==> src/rtl/irq_cnt_pkg.sv <==
package irq_cnt_pkg;

    localparam int CNT_W = 8;

    typedef logic [CNT_W-1:0] cnt_t;

    typedef enum logic {
        SRC_A12 = 1'b0,
        SRC_CPU = 1'b1
    } clk_src_e;

    typedef struct packed {
        cnt_t value;
        logic zero_hit;
    } cnt_step_t;

    // One counter clock: forced reload, zero reload, or decrement.
    function automatic cnt_step_t count_step(cnt_t cur, cnt_t reload, logic force_rl);
        cnt_step_t s;
        s.zero_hit = 1'b0;
        if (force_rl) begin
            s.value = reload + cnt_t'(1);
        end else if (cur == '0) begin
            s.value = reload;
        end else begin
            s.value    = cur - cnt_t'(1);
            s.zero_hit = (s.value == '0);
        end
        return s;
    endfunction

endpackage

==> src/rtl/irq_a12_filter.sv <==
module irq_a12_filter #(
    parameter int LOW_MIN = 3
) (
    input  logic clk,
    input  logic rst,
    input  logic cpu_ce,
    input  logic a12,
    output logic edge_tick
);
    localparam int LW = $clog2(LOW_MIN + 1);

    logic          a12_q;
    logic [LW-1:0] low_cnt;

    assign edge_tick = a12 && !a12_q && (low_cnt >= LW'(LOW_MIN));

    always_ff @(posedge clk) begin
        if (rst) begin
            a12_q   <= 1'b1;
            low_cnt <= '0;
        end else begin
            a12_q <= a12;
            if (a12) begin
                low_cnt <= '0;
            end else if (cpu_ce && (low_cnt < LW'(LOW_MIN))) begin
                low_cnt <= low_cnt + LW'(1);
            end
        end
    end

    // an accepted edge can never be followed directly by another
    p_single_edge_r9: assert property (@(posedge clk) disable iff (rst)
        edge_tick |=> !edge_tick);

endmodule

==> src/rtl/irq_prescaler.sv <==
module irq_prescaler #(
    parameter int DIV = 4
) (
    input  logic clk,
    input  logic rst,
    input  logic cpu_ce,
    input  logic clear,
    output logic div_tick
);
    localparam int PW = $clog2(DIV);

    logic [PW-1:0] pcnt;
    logic          at_end;

    assign at_end   = (pcnt == PW'(DIV - 1));
    assign div_tick = cpu_ce && !clear && at_end;

    always_ff @(posedge clk) begin
        if (rst || clear) begin
            pcnt <= '0;
        end else if (cpu_ce) begin
            pcnt <= at_end ? '0 : pcnt + PW'(1);
        end
    end

    // consecutive ticks are always separated
    p_tick_gap_r3: assert property (@(posedge clk) disable iff (rst)
        div_tick |=> !div_tick);

    // a restart leaves the phase at the beginning
    p_clear_restart_r3: assert property (@(posedge clk) disable iff (rst)
        clear |=> (pcnt == '0));

endmodule

==> src/rtl/irq_reload_counter.sv <==
module irq_reload_counter
    import irq_cnt_pkg::*;
(
    input  logic clk,
    input  logic rst,
    input  logic tick,
    input  logic wr_latch,
    input  logic wr_mode,
    input  logic wr_ack,
    input  logic wr_enable,
    input  cnt_t wr_data,
    output logic trigger
);
    cnt_t      count_q;
    cnt_t      reload_q;
    logic      force_q;
    logic      en_q;
    cnt_step_t step;

    assign step    = count_step(count_q, reload_q, force_q);
    assign trigger = tick && step.zero_hit && en_q;

    always_ff @(posedge clk) begin
        if (rst) begin
            count_q  <= '0;
            reload_q <= '0;
            force_q  <= 1'b0;
            en_q     <= 1'b0;
        end else begin
            if (tick) begin
                count_q <= step.value;
            end
            if (wr_latch) begin
                reload_q <= wr_data;
            end
            if (wr_mode) begin
                force_q <= 1'b1;
            end else if (tick) begin
                force_q <= 1'b0;
            end
            if (wr_ack) begin
                en_q <= 1'b0;
            end else if (wr_enable) begin
                en_q <= 1'b1;
            end
        end
    end

    // a forced reload loads value plus one and disarms
    p_force_load_r4: assert property (@(posedge clk) disable iff (rst)
        (tick && force_q && !wr_mode) |=>
            (!force_q && (count_q == $past(reload_q) + cnt_t'(1))));

    // an unforced clock at zero takes the reload value
    p_zero_reload_r5: assert property (@(posedge clk) disable iff (rst)
        (tick && !force_q && (count_q == '0)) |=> (count_q == $past(reload_q)));

    // the count only moves on a counter clock
    p_hold_r5: assert property (@(posedge clk) disable iff (rst)
        !tick |=> $stable(count_q));

endmodule

==> src/rtl/irq_assert_delay.sv <==
module irq_assert_delay #(
    parameter int DELAY = 2
) (
    input  logic clk,
    input  logic rst,
    input  logic cpu_ce,
    input  logic trigger,
    input  logic ack,
    output logic irq
);
    localparam int DW = $clog2(DELAY + 1);

    logic          busy;
    logic [DW-1:0] dcnt;

    always_ff @(posedge clk) begin
        if (rst) begin
            busy <= 1'b0;
            dcnt <= '0;
            irq  <= 1'b0;
        end else if (ack) begin
            busy <= 1'b0;
            irq  <= 1'b0;
        end else if (trigger) begin
            busy <= 1'b1;
            dcnt <= DW'(DELAY);
        end else if (busy && cpu_ce) begin
            if (dcnt == DW'(1)) begin
                busy <= 1'b0;
                irq  <= 1'b1;
            end else begin
                dcnt <= dcnt - DW'(1);
            end
        end
    end

    // acknowledge drops the request
    p_ack_clears_r7: assert property (@(posedge clk) disable iff (rst)
        ack |=> !irq);

    // request holds until acknowledged
    p_irq_sticky_r10: assert property (@(posedge clk) disable iff (rst)
        (irq && !ack) |=> irq);

    // request only rises at the end of a pending wait
    p_rise_after_wait_r10: assert property (@(posedge clk) disable iff (rst)
        $rose(irq) |-> $past(busy));

endmodule

==> src/rtl/dual_src_irq_counter.sv <==
module dual_src_irq_counter
    import irq_cnt_pkg::*;
#(
    parameter int A12_LOW_MIN = 3,
    parameter int PRESCALE    = 4,
    parameter int IRQ_DELAY   = 2
) (
    input  logic       clk,
    input  logic       rst,
    input  logic       cpu_ce,
    input  logic       vid_a12,
    input  logic       wr_latch,
    input  logic       wr_mode,
    input  logic       wr_ack,
    input  logic       wr_enable,
    input  logic [7:0] wr_data,
    output logic       irq
);
    clk_src_e src_q;
    logic     edge_tick;
    logic     div_tick;
    logic     cnt_tick;
    logic     trigger;

    always_ff @(posedge clk) begin
        if (rst) begin
            src_q <= SRC_A12;
        end else if (wr_mode) begin
            src_q <= clk_src_e'(wr_data[0]);
        end
    end

    irq_a12_filter #(.LOW_MIN(A12_LOW_MIN)) u_filter (
        .clk       (clk),
        .rst       (rst),
        .cpu_ce    (cpu_ce),
        .a12       (vid_a12),
        .edge_tick (edge_tick)
    );

    irq_prescaler #(.DIV(PRESCALE)) u_presc (
        .clk      (clk),
        .rst      (rst),
        .cpu_ce   (cpu_ce),
        .clear    (wr_mode),
        .div_tick (div_tick)
    );

    assign cnt_tick = (src_q == SRC_CPU) ? div_tick : edge_tick;

    irq_reload_counter u_counter (
        .clk       (clk),
        .rst       (rst),
        .tick      (cnt_tick),
        .wr_latch  (wr_latch),
        .wr_mode   (wr_mode),
        .wr_ack    (wr_ack),
        .wr_enable (wr_enable),
        .wr_data   (cnt_t'(wr_data)),
        .trigger   (trigger)
    );

    irq_assert_delay #(.DELAY(IRQ_DELAY)) u_delay (
        .clk     (clk),
        .rst     (rst),
        .cpu_ce  (cpu_ce),
        .trigger (trigger),
        .ack     (wr_ack),
        .irq     (irq)
    );

endmodule

==> config.mk <==
export PLATFORM = sky130hd
export DESIGN_NAME = dual_src_irq_counter
export DESIGN_NICKNAME = d
export VERILOG_FILES = /design/src/rtl/irq_cnt_pkg.sv /design/src/rtl/irq_a12_filter.sv /design/src/rtl/irq_prescaler.sv /design/src/rtl/irq_reload_counter.sv /design/src/rtl/irq_assert_delay.sv /design/src/rtl/dual_src_irq_counter.sv
export SDC_FILE = /design/constraint.sdc
export NUM_CORES = 1
export LEC_CHECK = 0
export ABC_AREA = 1
export BUFFER_PORTS_ARGS = -buffer_cell sky130_fd_sc_hd__buf_4
export CAP_MARGIN = 25
export CORE_UTILIZATION = 58
export DETAILED_ROUTE_END_ITERATION = 6
export PLACE_DENSITY = 0.87
export SYNTH_ARGS = -nofsm -noshare
export SYNTH_HDL_FRONTEND = slang
export SYNTH_SLANG_ARGS = --single-unit
export TNS_END_PERCENT = 1
==> constraint.sdc <==
create_clock -name clk -period 2.5 [get_ports clk]
set_clock_uncertainty 0.15 [all_clocks]
set_input_delay 0.375 -clock clk [delete_from_list [all_inputs] [get_ports clk]]
set_output_delay 0.375 -clock clk [all_outputs]
set_load 0.01 [all_outputs]
==> run summary <==
Synth Warn # -> 0
Worst Max-Slew Pin Slew -> 0.5730 ns
Post-Syn Nets -> 260
Data arrival time of the critical path -> 2.02 ns
Post-synthesis share of cell area spent on xor and xnor gates -> 0.5339%
Cell count after synthesis -> 237
Biggest fanout along the worst timing path -> 12
Run status -> complete, no violations
Clock tree from TritonCTS -> built
# resized after CTS -> 0
First-pass GRT wire length -> 5016 um
RSZ-0062 raised after global routing -> no
DR DRC count -> 0
Layout filler cell count -> 219
Sum of negative setup slack -> 0 ns
Post-synthesis share of cell area spent on full adders, half adders and majority gates -> 5.339%
DR vias -> 1518
# Post-CTS Setup Buffers -> 0
Clock slew at the register clock pins of the worst setup and hold paths -> 0.16 ns
Net count reported at finish -> 274
Cell row count -> 18
IR drop worst, VDD -> 0.4471 mV
Hold bufs inserted after CTS -> 0
CP Class -> flip-flop to flip-flop
Die area -> 0.003045 sq mm
Met3 capacity usage during global routing -> 4.372%
Proportion of netlist area held by the largest area contributor -> 34.17%
Dominant combinational cell family by area after synthesis -> simple AND/OR/NAND/NOR gates
Ranking of synthesized cells by area -> dfxtp_1 (34%), inv_1 (8.9%), a21oi_1 (6.7%), o21ai_0 (6.7%), nand2_1 (6.6%)
Required time at the worst-slack endpoint -> 2.59 ns
Floorplan die width -> 55.18 um
Number of synthesized register bits -> 28
Final setup violation count -> 0
Violation count after the first detailed-route iteration -> 42
Reported leakage power -> 0.8301 nW
Upper clock frequency limit -> 0.5193 GHz
Area used by multi-input combinational logic -> 888.4 sq um
Commonest cells after routing, fill and taps aside -> inv_1 (39), nand2_1 (29), nor2_1 (28), dfxtp_1 (28)
Fraction of the mapped netlist area in compound gates -> 22.12%
Final weighted congestion in routability-driven placement -> 0.8634
Cell type contributing the most total cell area after synthesis -> dfxtp_1
Gr busiest metal -> met2
GRT met1 Usage -> 30.67%
Ratio of cells with drive above 1 in the final layout -> 16.80%
Critical Path End Type -> flip-flop
Overflow left after global routing -> 0
Routed WL -> 3111 um
Final non-filler cell area -> 0.001809 sq mm
Mux contribution to synthesized area -> 0%
Via density per instance -> 5.421
Antenna Violating Nets Remaining -> 0
Min cycle time layout -> 1.926 ns
Post-synthesis cell type count -> 30
Most common cell after layout, fill and taps aside -> inv_1
Max Slew Vio Count -> 0
Pin count of the biggest net entering global routing -> 21
Final Hold Fails -> 0
Post-synthesis share of cell area spent on and, or, nand and nor gates -> 26.16%
Synthesis-to-finish area growth -> 10.30%
Count of H-tree levels built during CTS -> 1
Number of port buffers -> 16
Tightest Hold Check Type -> input port to flip-flop
Part of the cycle the worst path needs -> 77.02%
Met2 Resource Use GR -> 37.15%
Area occupied by registers -> 560.5 sq um
TritonCTS Buffers -> 3
Starting density of the core -> 63.89%
Clock Tree Buf Depth -> 2
Total number of clock tree sinks -> 28
Routed length per instance -> 11.11 um
Cell Area, Synth -> 0.001640 sq mm
Mean instance size in the synthesized netlist -> 6.921 sq um
Clock latency on the worst-skew pair -> 0.32 ns
I/O pin count -> 17
Area of the core region -> 0.002567 sq mm
Count of inserted antenna diode cells -> 0
Buffer cell driving the clock tree root -> clkbuf_4
Final Power -> 0.8586 mW
Worst slew margin relative to its limit -> 61.76%
Max Cap Violations -> 0
Register area share after synthesis -> 34.17%
Via count of the first global-routing pass -> 1197
Placed cell areas -> 0.001757 sq mm
Startpoint class of the critical path -> flip-flop
DP Wirelength -> 2325 um
All-Layer GR Usage -> 22.60%
Antenna violations before repair -> 0
Router iterations before antenna repair -> 4
Worst min-delay path startpoint -> wr_mode
Critical path launch point -> u_counter.count_q[0]$_SDFFE_PP0P_
Crit Reg-Reg Startpoint -> u_counter.count_q[0]$_SDFFE_PP0P_
Die height -> 55.18 um
Areal power density over the cells -> 474.5 mW/mm^2
[Yosys cell counts, drive strengths merged]
| cell | number |
|---|---|
| nand3 | 17 |
| nor2 | 32 |
| nor4 | 1 |
| nand4 | 4 |
| xnor2 | 1 |
| ha | 7 |
| a21oi | 23 |
| nor3 | 3 |
| inv | 40 |
| clkbuf | 2 |
| dfxtp | 28 |
| o21a | 1 |
| o211ai | 6 |
| buf | 5 |
| nand2 | 36 |
| a31oi | 4 |
| o21ai | 27 |
[logic make-up after synthesis]
kind of cell	count (synthesis)
flops	28
compound gates	61
fa+ha+maj	7
buf+inv	47
xor+xnor	1
simple gates	93
[through the flow]
| step | std cells | hold slack [ns] | utilization, % | setup WS (ns) |
|---|---|---|---|---|
| after floorplan | 237 | 0.2887 | - | 0.7813 |
| after global placement | 276 | 0.2882 | 68.42 | 0.6237 |
| after detailed placement | 276 | 0.2902 | 68.42 | 0.5974 |
| after CTS | 280 | 0.07026 | 70.47 | 0.5876 |
| after global routing | 280 | 0.06108 | 70.47 | 0.4243 |
| final | 280 | 0.07730 | 70.47 | 0.5744 |
[flip-flops by register name, summed over array words and instances (netlist names), 2 cells and up]
| name | cells |
|---|---|
| u_counter.reload_q | 8 |
| u_delay.dcnt | 2 |
| u_presc.pcnt | 2 |
| u_counter.count_q | 8 |
| u_filter.low_cnt | 2 |
[where the power goes]
| group | total [mW] | switching [mW] | leakage, nW | internal (mW) |
|---|---|---|---|---|
| clock | 0.298 | 0.136 | 0.0279 | 0.162 |
| combinational | 0.0854 | 0.0481 | 0.573 | 0.0373 |
| sequential | 0.475 | 0.0131 | 0.229 | 0.462 |
[path summary, 6_finish.rpt]
path	slack, ns	endpoint	cells after the start
setup / recovery	0.57	u_delay.dcnt[0]$_SDFFE_PP0P_	12
setup reg to reg	0.57	u_delay.dcnt[0]$_SDFFE_PP0P_	12
hold reg to reg	0.31	u_delay.irq$_SDFFE_PP0P_	2
hold / removal	0.08	u_presc.pcnt[0]$_SDFFE_PP0P_	2
[area by class of cell]
cell class | count | share of cell area, %
Clock inverter | 1 | 1.660
Inverter | 40 | 8.299
Tap cell | 30 | 2.075
Clock buffer | 3 | 1.245
Timing Repair Buffer | 16 | 6.639
Sequential cell | 28 | 30.98
Multi-Input combinational cell | 162 | 49.10
[layer usage]
| metal | up-vias | wire (um) |
|---|---|---|
| met3 | 2 | 188 |
| met4 | 0 | 20 |
| met5 | - | 0 |
| met1 | 662 | 1489 |
| li1 | 804 | - |
| met2 | 50 | 1412 |
[worst max-delay path, stage by stage (launching register included)]
cell     delay (ns)
dfxtp_1        0.41
inv_1          0.12
ha_1           0.21
inv_1          0.05
nor3_1         0.04
nand2_2        0.22
nand3_2        0.13
nor2_4         0.13
nand3_2        0.11
nand2_2        0.09
nand3_1        0.06
nand2_1        0.06
nor2_1         0.04
(Power assumes the default switching activity.)
